--- src/rtl/trace_sink_pkg.sv ---
package trace_sink_pkg;
    typedef enum logic [1:0] {
        ST_OFF       = 2'd0,
        ST_FILL      = 2'd1,
        ST_FULL_WRAP = 2'd2,
        ST_FULL_STOP = 2'd3
    } sink_state_e;
endpackage

--- src/rtl/trace_sink_mem.sv ---
module trace_sink_mem #(
    parameter int DEPTH  = 64,
    parameter int DATA_W = 8,
    localparam int AW    = $clog2(DEPTH)
) (
    input  logic              clk,
    input  logic              rst_n,
    input  logic              wr_en,
    input  logic [AW-1:0]     wr_addr,
    input  logic [DATA_W-1:0] wr_data,
    input  logic              rd_en,
    input  logic [AW-1:0]     rd_addr,
    output logic [DATA_W-1:0] rd_data
);
    logic [DATA_W-1:0] store [DEPTH];

    always_ff @(posedge clk) begin
        if (wr_en) store[wr_addr] <= wr_data;
    end

    // Registered read sees the pre-write contents: read-first on a shared slot.
    always_ff @(posedge clk or negedge rst_n) begin
        if (!rst_n)     rd_data <= '0;
        else if (rd_en) rd_data <= store[rd_addr];
        else            rd_data <= '0;
    end
endmodule

--- src/rtl/trace_sink_ptrs.sv ---
module trace_sink_ptrs #(
    parameter int DEPTH = 64,
    localparam int AW   = $clog2(DEPTH),
    localparam int CW   = AW + 1
) (
    input  logic          clk,
    input  logic          rst_n,
    input  logic          preset,
    input  logic          wr_fire,
    input  logic          rd_req,
    input  logic          stop_on_full,
    output logic          do_read,
    output logic          wr_store,
    output logic [AW-1:0] wptr,
    output logic [AW-1:0] rptr,
    output logic [CW-1:0] count,
    output logic [CW-1:0] count_next,
    output logic          wrapped,
    output logic          overflow
);
    localparam logic [CW-1:0] FULL_CNT = CW'(DEPTH);

    logic full, room, grow, overwrite, drop;

    always_comb begin
        full      = (count == FULL_CNT);
        do_read   = rd_req && (count != '0) && !preset;
        room      = !full || do_read;
        wr_store  = wr_fire && !preset && (room || !stop_on_full);
        overwrite = wr_store && !room;
        drop      = wr_fire && !preset && !room && stop_on_full;
        grow      = wr_store && !overwrite;
        if (preset) count_next = '0;
        else        count_next = count + CW'(grow) - CW'(do_read);
    end

    always_ff @(posedge clk or negedge rst_n) begin
        if (!rst_n) begin
            wptr     <= '0;
            rptr     <= '0;
            count    <= '0;
            wrapped  <= 1'b0;
            overflow <= 1'b0;
        end else if (preset) begin
            wptr     <= '0;
            rptr     <= '0;
            count    <= '0;
            wrapped  <= 1'b0;
            overflow <= 1'b0;
        end else begin
            count <= count_next;
            if (wr_store)             wptr <= wptr + 1'b1;
            if (do_read || overwrite) rptr <= rptr + 1'b1;
            if (overwrite)            wrapped  <= 1'b1;
            if (drop)                 overflow <= 1'b1;
        end
    end

    assert_fill_bound_R2: assert property (@(posedge clk) disable iff (!rst_n)
        count <= FULL_CNT);
    assert_wrap_keeps_full_R5: assert property (@(posedge clk) disable iff (!rst_n)
        (full && wr_fire && !stop_on_full && !rd_req && !preset) |=> (full && wrapped));
    assert_stop_drop_R6: assert property (@(posedge clk) disable iff (!rst_n)
        (full && wr_fire && stop_on_full && !rd_req && !preset) |=> (overflow && $stable(wptr) && full));
    assert_ptr_reset_R12: assert property (@(posedge clk) disable iff (!rst_n)
        preset |=> (count == '0 && !wrapped && !overflow && wptr == '0));
endmodule

--- src/rtl/trace_sink_irq.sv ---
module trace_sink_irq #(
    parameter int CW = 7
) (
    input  logic          clk,
    input  logic          rst_n,
    input  logic          preset,
    input  logic          ack_pulse,
    input  logic [CW-1:0] thresh,
    input  logic [CW-1:0] count,
    input  logic [CW-1:0] count_next,
    output logic          irq
);
    logic ack;

    always_ff @(posedge clk or negedge rst_n) begin
        if (!rst_n)                  ack <= 1'b0;
        else if (preset)             ack <= 1'b0;
        else if (count_next < thresh) ack <= 1'b0;
        else if (ack_pulse)          ack <= 1'b1;
    end

    always_comb irq = (thresh != '0) && (count >= thresh) && !ack;

    assert_ack_from_pulse_R10: assert property (@(posedge clk) disable iff (!rst_n)
        $rose(ack) |-> $past(ack_pulse));
    assert_irq_needs_level_R9: assert property (@(posedge clk) disable iff (!rst_n)
        irq |-> (count >= thresh));
endmodule

--- src/rtl/trace_ram_sink.sv ---
module trace_ram_sink #(
    parameter int DEPTH  = 64,
    parameter int DATA_W = 8,
    localparam int AW    = $clog2(DEPTH),
    localparam int CW    = AW + 1
) (
    input  logic              clk,
    input  logic              rst_n,
    input  logic              cfg_enable,
    input  logic              cfg_stop_on_full,
    input  logic              cfg_halt_en,
    input  logic [CW-1:0]     cfg_thresh,
    input  logic              cmd_ptr_reset,
    input  logic              cmd_irq_clr,
    input  logic              in_valid,
    input  logic [DATA_W-1:0] in_data,
    output logic              in_ready,
    input  logic              rd_req,
    output logic [DATA_W-1:0] rd_data,
    output logic              rd_valid,
    output logic              rd_empty,
    output logic [CW-1:0]     fill_level,
    output logic              wrapped,
    output logic              overflow,
    output logic              irq_nearly_full,
    output logic              halt_req
);
    import trace_sink_pkg::*;

    localparam logic [CW-1:0] FULL_CNT = CW'(DEPTH);

    sink_state_e   state, state_next;
    logic          wr_fire, do_read, wr_store;
    logic [AW-1:0] wptr, rptr;
    logic [CW-1:0] count, count_next;

    assign in_ready   = !cmd_ptr_reset;
    assign wr_fire    = in_valid && cfg_enable && !cmd_ptr_reset;
    assign fill_level = count;

    trace_sink_ptrs #(.DEPTH(DEPTH)) u_ptrs (
        .clk(clk), .rst_n(rst_n), .preset(cmd_ptr_reset), .wr_fire(wr_fire),
        .rd_req(rd_req), .stop_on_full(cfg_stop_on_full), .do_read(do_read),
        .wr_store(wr_store), .wptr(wptr), .rptr(rptr), .count(count),
        .count_next(count_next), .wrapped(wrapped), .overflow(overflow)
    );

    trace_sink_mem #(.DEPTH(DEPTH), .DATA_W(DATA_W)) u_mem (
        .clk(clk), .rst_n(rst_n), .wr_en(wr_store), .wr_addr(wptr),
        .wr_data(in_data), .rd_en(do_read), .rd_addr(rptr), .rd_data(rd_data)
    );

    trace_sink_irq #(.CW(CW)) u_irq (
        .clk(clk), .rst_n(rst_n), .preset(cmd_ptr_reset), .ack_pulse(cmd_irq_clr),
        .thresh(cfg_thresh), .count(count), .count_next(count_next), .irq(irq_nearly_full)
    );

    always_ff @(posedge clk or negedge rst_n) begin
        if (!rst_n) begin
            rd_valid <= 1'b0;
            rd_empty <= 1'b0;
        end else begin
            rd_valid <= rd_req && !cmd_ptr_reset;
            rd_empty <= rd_req && !cmd_ptr_reset && (count == '0);
        end
    end

    // Capture state machine: state register
    always_ff @(posedge clk or negedge rst_n) begin
        if (!rst_n) state <= ST_OFF;
        else        state <= state_next;
    end

    always_comb begin
        if (!cfg_enable)                 state_next = ST_OFF;
        else if (count_next == FULL_CNT) state_next = cfg_stop_on_full ? ST_FULL_STOP : ST_FULL_WRAP;
        else                             state_next = ST_FILL;
    end

    // Capture state machine: outputs
    always_comb begin
        unique case (state)
            ST_OFF:       halt_req = 1'b0;
            ST_FILL:      halt_req = 1'b0;
            ST_FULL_WRAP: halt_req = cfg_halt_en;
            ST_FULL_STOP: halt_req = cfg_halt_en;
            default:      halt_req = 1'b0;
        endcase
    end

    assert_halt_full_R11: assert property (@(posedge clk) disable iff (!rst_n)
        halt_req |-> (fill_level == FULL_CNT));
    assert_empty_read_zero_R4: assert property (@(posedge clk) disable iff (!rst_n)
        rd_empty |-> (rd_valid && rd_data == '0));
    assert_read_drains_R3: assert property (@(posedge clk) disable iff (!rst_n)
        (rd_req && !cmd_ptr_reset && count != '0 && !in_valid) |=> (fill_level == $past(count) - 1'b1));
endmodule

--- config.mk ---
export PLATFORM = sky130hd
export DESIGN_NAME = trace_ram_sink
export DESIGN_NICKNAME = d
export VERILOG_FILES = /design/src/rtl/trace_sink_pkg.sv /design/src/rtl/trace_sink_mem.sv /design/src/rtl/trace_sink_ptrs.sv /design/src/rtl/trace_sink_irq.sv /design/src/rtl/trace_ram_sink.sv
export SDC_FILE = /design/constraint.sdc
export NUM_CORES = 1
export LEC_CHECK = 0
export ABC_AREA = 0
export BUFFER_PORTS_ARGS = -buffer_cell sky130_fd_sc_hd__buf_2
export CAP_MARGIN = 20
export CORE_UTILIZATION = 61
export CTS_CLUSTER_DIAMETER = 40
export CTS_CLUSTER_SIZE = 12
export DETAILED_ROUTE_END_ITERATION = 10
export PLACE_DENSITY = 0.88
export SYNTH_ARGS = -nofsm -noshare
export SYNTH_HDL_FRONTEND = slang
export SYNTH_SLANG_ARGS = --single-unit
--- constraint.sdc ---
create_clock -name clk -period 10 [get_ports clk]
set_input_delay 3 -clock clk [delete_from_list [all_inputs] [get_ports clk]]
set_output_delay 3 -clock clk [all_outputs]
set_load 0.01 [all_outputs]
==> flow_metrics.env, run 1 <==
export IMPL_outcome="complete, no violations"
export IMPL_grt_overflow_total=0
export IMPL_core_um2=34700
export IMPL_clockBufferDepth=3
export IMPL_synth_edf_count=512
export IMPL_synth_top_flop_cell="edfxtp_1"
export IMPL_min_from="u_ptrs.overflow"
export IMPL_r2r_setup_slack_ps=5630
export IMPL_crit_type="primary input to output port"
export IMPL_ys_ff_latch=545
export IMPL_worst_r2r_endpoint="u_irq.ack"
export IMPL_rsz0062_at_grt="no"
export IMPL_cts_hold_buf=0
export IMPL_clock_sinks=545
export IMPL_cp_end_kind="output port"
export IMPL_grtUsageTotal_pct=27.4
export IMPL_start_util_pct=62.4
export IMPL_crit_buf_inv=2
export IMPL_slowest_delay_ps=280
export IMPL_cp_max_fo=3
export IMPL_hp_class="flip-flop to flip-flop"
export IMPL_diodes=0
export IMPL_port_buffers=45
export IMPL_detail_route_wl_per_cell_um=28.7
export IMPL_cts_buffers=56
export IMPL_antenna_found_initial=0
export IMPL_p_total_mw=5.51
export IMPL_grt_pass1_vias=11700
export IMPL_ff_latch_area_um2=16200
export IMPL_final_setup_skew_ps=26.5
export IMPL_die_x_um=190
export IMPL_fill_cells=1998
export IMPL_gp_congestion=0.854
export IMPL_tightest_slew_ps=1200
export IMPL_clock_latency_ps=590
export IMPL_multi_input_area_um2=5080
export IMPL_path_cells="buf_2 > ha_1 > nand2b_1 > a21oi_1 > nor2b_1 > o21ai_0 > a21oi_1 > o31a_1 > buf_2"
export IMPL_drtIter0Drc=1491
export IMPL_p_per_area_nw_per_um2=229
export IMPL_synthCells=1127
export IMPL_synth_top_area_cell="edfxtp_1"
export IMPL_maxSlewViolCount=0
export IMPL_dp_hpwl_um=27000
export IMPL_cts_root_buffer="clkbuf_16"
export IMPL_clk_pin_slew_worst_paths_ps=60
export IMPL_layout_drive_gt1_share_pct=20.9
export IMPL_finalSetupViolCount=0
export IMPL_syn_avg_cell_area_um2=19.2
export IMPL_finalCriticalPeriod_ps=7420
export IMPL_cp_slowest_cell="ha_1"
export IMPL_synth_top_cells_by_area="edfxtp_1, mux4_2, dfrtp_1, nor2_1, mux2i_1"
export IMPL_viasPerCell=6.83
export IMPL_hold_end="u_ptrs.overflow"
export IMPL_die_area_um2=36300
export IMPL_vias=11500
export IMPL_cts_resized_gates=0
export IMPL_drtAntennaViolNets=0
export IMPL_fin_nets=1237
export IMPL_synthTopCellsByCount="edfxtp_1, mux4_2, nor2_1"
export IMPL_seq_area_frac_synth_pct=74.8
export IMPL_num_io_pins=46
export IMPL_syn2layout_area_growth_pct=11.2
export IMPL_relSlewSlack_pct=20.1
export IMPL_hold_viol=0
export IMPL_cp_start_kind="primary input"
export IMPL_critPathArrivalTime_ps=4420
export IMPL_ir_worst_vdd_v=0.000168
export IMPL_syn_area_um2=21700
export IMPL_fin_crit_sh_pct=74.2
export IMPL_grt_pass1_wl_um=72000
export IMPL_async_flop_share_pct=6.06
export IMPL_cp_num_cells=9
export IMPL_synth_cell_type_count=53
export IMPL_cts_max_level=2
export IMPL_yosysMostFrequentCell="edfxtp_1"
export IMPL_drv_cap=0
export IMPL_cp_required_ps=7000
export IMPL_totalWireLength_um=48200
export IMPL_drc=0
export IMPL_max_freq_ghz=0.135
export IMPL_syn_num_nets=1176
export IMPL_synthDominantCellAreaShare_pct=71.0
export IMPL_cellLeakagePower_nw=7.74
export IMPL_dr_pass1_iters=6
export IMPL_grt_max_degree=65
export IMPL_whs_path_depth=1
export IMPL_crit_family="compound AO/OA/AOI/OAI gates"
export IMPL_cts_tree="done"
export IMPL_setup_tns_ps=0
export IMPL_r2r_cells=19
export IMPL_die_h_um=190
export IMPL_row_count=68
export IMPL_post_cts_buffers=0
export IMPL_r2r_start="u_ptrs.count[5]"
export IMPL_synth_warnings=0
-- worst max path at each step --
stage	startpoint	endpoint
final	cfg_thresh[0]	irq_nearly_full
after global routing	cfg_thresh[0]	irq_nearly_full
after global placement	cfg_thresh[0]	irq_nearly_full
after CTS	cfg_thresh[0]	irq_nearly_full
after detailed placement	cfg_thresh[0]	irq_nearly_full
after floorplan	cfg_thresh[0]	irq_nearly_full
-- cells in the final DEF (no fill, tap or decap), drive strengths merged, types with 4 or more instances in the layout --
cell      n
a211oi   15
a21oi     9
a22oi    38
and2      5
buf      58
clkbuf   81
clkinv   12
dfrtp    33
edfxtp  512
ha       24
inv      25
mux2      4
mux2i    34
mux4    114
nand2    43
nand2b    5
nand3    21
nand3b    6
nor2     94
nor2b    10
nor3      5
o21a      4
o21ai    15
o22ai    13
xnor2     6
xor2      6
-- logic make-up after synthesis --
kind of cell | Yosys count | share of synthesized area, %
AO/OA/AOI/OAI | 111 | 3.62
XOR/XNOR | 12 | 0.485
adder cells (fa/ha/maj) | 25 | 1.48
buffers and inverters | 79 | 1.76
flip-flops | 545 | 74.8
multiplexers | 152 | 13.6
AND/OR/NAND/NOR | 203 | 4.25
-- report_power, final --
part / total (mW) / internal, mW / switching [mW]
Sequential: 2.61 / 2.52 / 0.0901
Clock: 1.96 / 1.13 / 0.839
Combinational: 0.935 / 0.447 / 0.488
-- per-stage QoR --
step	hold slack [ps]	util (%)	cell area [um^2]	setup slack, ps	instances
finish	515	69.4	24100	2580	1682
floorplan	524	-	21700	2970	1127
global placement	473	64.0	22200	2640	1579
global route	541	69.4	24100	2510	1682
detailed placement	497	64.0	22200	2590	1579
CTS	510	69.0	23900	2590	1676
-- registers in the layout, indices dropped and copies added, names as in the netlist --
name	cells
u_mem.rd_data	8
u_irq.ack	1
rd_valid	1
u_ptrs.rptr	6
u_ptrs.wrapped	1
rd_empty	1
u_ptrs.overflow	1
state	1
u_ptrs.wptr	6
u_mem.store	512
u_ptrs.count	7
-- cell type report --
| class | count | share of cell area, % |
|---|---|---|
| Sequential cell | 545 | 67.3 |
| Multi-Input combinational cell | 503 | 21.1 |
| Clock buffer | 81 | 6.42 |
| Tap cell | 455 | 2.36 |
| Timing Repair Buffer | 58 | 1.71 |
| Clock inverter | 16 | 0.717 |
| Inverter | 24 | 0.374 |
-- metal layers --
metal	routed length (um)	vias to the layer above	track usage, %
met2	23800	813	45.0
met3	5060	139	5.80
met5	0	-	0
met1	17500	5857	36.4
li1	-	4676	-
met4	1900	0	10.6
(Power assumes the default switching activity.)
==> run 2: changes to the inputs <==
--- a/config.mk
+++ b/config.mk
@@ -5,14 +5,14 @@
 export SDC_FILE = /design/constraint.sdc
 export NUM_CORES = 1
 export LEC_CHECK = 0
-export ABC_AREA = 0
+export ABC_AREA = 1
 export BUFFER_PORTS_ARGS = -buffer_cell sky130_fd_sc_hd__buf_2
 export CAP_MARGIN = 20
-export CORE_UTILIZATION = 61
+export CORE_UTILIZATION = 56
 export CTS_CLUSTER_DIAMETER = 40
 export CTS_CLUSTER_SIZE = 12
 export DETAILED_ROUTE_END_ITERATION = 10
-export PLACE_DENSITY = 0.88
+export PLACE_DENSITY = 0.85
 export SYNTH_ARGS = -nofsm -noshare
 export SYNTH_HDL_FRONTEND = slang
 export SYNTH_SLANG_ARGS = --single-unit
==> constraint.sdc (replaced) <==
create_clock -name clk -period 6.51 [get_ports clk]
set_input_delay 1.953 -clock clk [delete_from_list [all_inputs] [get_ports clk]]
set_output_delay 1.953 -clock clk [all_outputs]
set_load 0.01 [all_outputs]
==> run 2 against run 1 <==
Compared with the run above: clock power up 57%; clock-buffer cell count is 7 lower; highest routed layer is now met5; via count is 38% higher; die area increased by 15%; sequential power increased by 51%; critical path depth increased by 1; clock skew grew 1.9 ps; critical path type unchanged; hold slack gained 43 ps.
==> flow_metrics.env, run 2 <==
export IMPL_switchingPower_mw=2.45
export IMPL_cp_end_kind="output port"
export IMPL_final_cell_area_um2=25300
export IMPL_largest_reg_flops=512
export IMPL_pwr_share_seq_pct=46.2
export IMPL_cts_root_buffer="clkbuf_16"
export IMPL_relSlewSlack_pct=27.9
export IMPL_gp_congestion=0.887
export IMPL_drc=0
export IMPL_synth_warnings=0
export IMPL_row_count=73
export IMPL_grt_overflow_total=0
export IMPL_grtUsageTotal_pct=26.9
export IMPL_cts_max_level=2
export IMPL_drv_cap=0
export IMPL_hp_class="flip-flop to flip-flop"
export IMPL_dp_hpwl_um=31200
export IMPL_grt_pass1_vias=15400
export IMPL_async_flop_share_pct=6.06
export IMPL_rsz0062_at_grt="no"
export IMPL_num_io_pins=46
export IMPL_synth_cell_type_count=37
export IMPL_synth_top_flop_cell="edfxtp_1"
export IMPL_fin_nets=2143
export IMPL_drtIter0Drc=2471
export IMPL_drtAntennaViolNets=0
export IMPL_die_x_um=205
export IMPL_synthDominantCellAreaShare_pct=66.9
export IMPL_regMostFlops="u_mem.store"
export IMPL_grt_met2_usage_pct=43.0
export IMPL_maxSlewViolCount=0
export IMPL_crit_type="primary input to output port"
export IMPL_cp_start_kind="primary input"
export IMPL_cp_slowest_cell="ha_1"
export IMPL_hold_viol=0
export IMPL_grt_pass1_wl_um=85100
export IMPL_max_freq_ghz=0.198
export IMPL_cts_tree="done"
export IMPL_placed_area_um2=23500
export IMPL_totalWireLength_um=55300
export IMPL_seq_area_frac_synth_pct=70.5
export IMPL_p_per_area_nw_per_um2=338
export IMPL_cellLeakagePower_nw=9.70
export IMPL_synth_edf_count=512
export IMPL_mostFrequentLayoutCells="nand2_1, edfxtp_1, nand3_1"
export IMPL_start_util_pct=57.3
export IMPL_syn2layout_area_growth_pct=9.93
export IMPL_layout_drive_gt1_share_pct=7.89
export IMPL_clk_pin_slew_worst_paths_ps=60
export IMPL_antenna_found_initial=1
export IMPL_syn_area_um2=23000
export IMPL_outcome="complete, no violations"
export IMPL_tightest_slew_ps=1080
export IMPL_finalCriticalPeriod_ps=5050
export IMPL_port_buffers=45
export IMPL_detail_route_wl_per_cell_um=20.8
export IMPL_layout_commonest_cell="nand2_1"
export IMPL_internal_power_mw=6.09
export IMPL_viasPerCell=5.97
export IMPL_met3_usage_pct=4.45
export IMPL_path_cells="buf_2 > inv_1 > ha_1 > nand2_1 > o21ai_0 > nand4_1 > o2111ai_1 > nand3b_1 > inv_1 > buf_2"
export IMPL_clkPwrFrac_pct=35.9
export IMPL_combinationalPowerShare_pct=17.9
export IMPL_utilization_pct=63.0
export IMPL_grt_max_degree=140
export IMPL_die_h_um=205
export IMPL_finalSetupViolCount=0
export IMPL_clock_latency_ps=610
export IMPL_synthTopCellsByCount="nand2_1, edfxtp_1, nand3_1"
export IMPL_synth_top_cells_by_area="edfxtp_1, nand2_1, nand3_1, dfrtp_1, nor2_1"
export IMPL_ys_ff_latch=545
export IMPL_die_area_um2=41900
export IMPL_clock_sinks=545
export IMPL_cp_required_ps=4560
export IMPL_ir_worst_vdd_v=0.000223
export IMPL_cts_resized_gates=0
export IMPL_p_total_mw=8.54
export IMPL_vias=15900
export IMPL_critPathArrivalTime_ps=3090
export IMPL_startpoint="cfg_thresh[2]"
export IMPL_synthCells=2075
export IMPL_post_cts_buffers=0
export IMPL_fill_cells=2805
export IMPL_cp_max_fo=3
export IMPL_cts_buffers=58
export IMPL_cts_hold_buf=0
export IMPL_fin_crit_sh_pct=77.5
export IMPL_setup_tns_ps=0
export IMPL_dr_pass1_iters=9
export IMPL_diodes=0
export IMPL_slowest_delay_ps=310
export IMPL_synth_top_area_cell="edfxtp_1"
export IMPL_core_um2=40100
export IMPL_syn_avg_cell_area_um2=11.1
export IMPL_reg_top3="u_mem.store: 512 flops, u_mem.rd_data: 8 flops, u_ptrs.count: 7 flops"
export IMPL_syn_num_nets=2124
export IMPL_switching_share_pct=28.7
export IMPL_clockBufferDepth=3
export IMPL_final_setup_skew_ps=28.4
export IMPL_min_from="u_ptrs.overflow"
export IMPL_r2r_start="u_ptrs.count[3]"
export IMPL_met1_usage_pct=36.2
export IMPL_top_usage_layer="met2"
export IMPL_yosysMostFrequentCell="nand2_1"
[run 2: area by class of cell]
cell class              instances  area (um^2)  share of cell area (%)
well taps                     525          657                    2.60
inverters                      53          204                   0.807
multi-input cells            1373         6080                    24.0
clock buffers                  74         1520                    6.02
flip-flops and latches        545        16200                    64.1
clock inverters                21          231                   0.916
repair buffers                 63          380                    1.50
[run 2: final timing paths]
kind,to,slack [ps],depth (start not counted)
setup / recovery,irq_nearly_full,1460,10
hold / removal,u_ptrs.overflow,560,1
setup reg to reg,u_irq.ack,2970,18
hold reg to reg,u_ptrs.overflow,560,1
max in group asynchronous,u_ptrs.rptr[0],4430,1
min in group asynchronous,u_ptrs.count[4],1470,1
[run 2: worst max-delay path: cells and delay by family]
kind	cells	cell delay, ps
buffers and inverters	4	320
AO/OA/AOI/OAI	2	260
adder cells (fa/ha/maj)	1	310
AND/OR/NAND/NOR	3	250
[run 2: kinds of logic after synthesis]
kind of cell | Yosys count | share of synthesized area [%]
adders and majority gates | 25 | 1.39
DFF | 545 | 70.5
and+or+nand+nor | 1236 | 22.3
AOI/OAI and AO/OA | 106 | 2.44
xor gates and xnor gates | 6 | 0.229
buffers and inverters | 157 | 3.16
[run 2: power by group through the flow]
| stage | registers [mW] | clock network, mW | logic [mW] |
|---|---|---|---|
| after detailed placement | 4.02 | 0 | 1.48 |
| final | 3.95 | 3.07 | 1.53 |
| after CTS | 3.95 | 3.08 | 1.50 |
| after global placement | 4.02 | 0 | 1.43 |
| after global routing | 3.95 | 3.21 | 1.68 |
| after floorplan | 3.99 | 0 | 1.07 |
[run 2: routing by layer]
layer | vias up | wire length (um)
li1 | 7137 | -
met2 | 1058 | 26300
met5 | - | 9
met4 | 2 | 2350
met1 | 7470 | 20500
met3 | 186 | 6050
[run 2: through the flow]
step	cells	hold WS, ps	setup slack [ps]
final	2654	558	1460
after global routing	2654	573	1380
after CTS	2653	558	1460
after detailed placement	2558	544	1450
after global placement	2558	524	1450
after floorplan	2075	507	1770
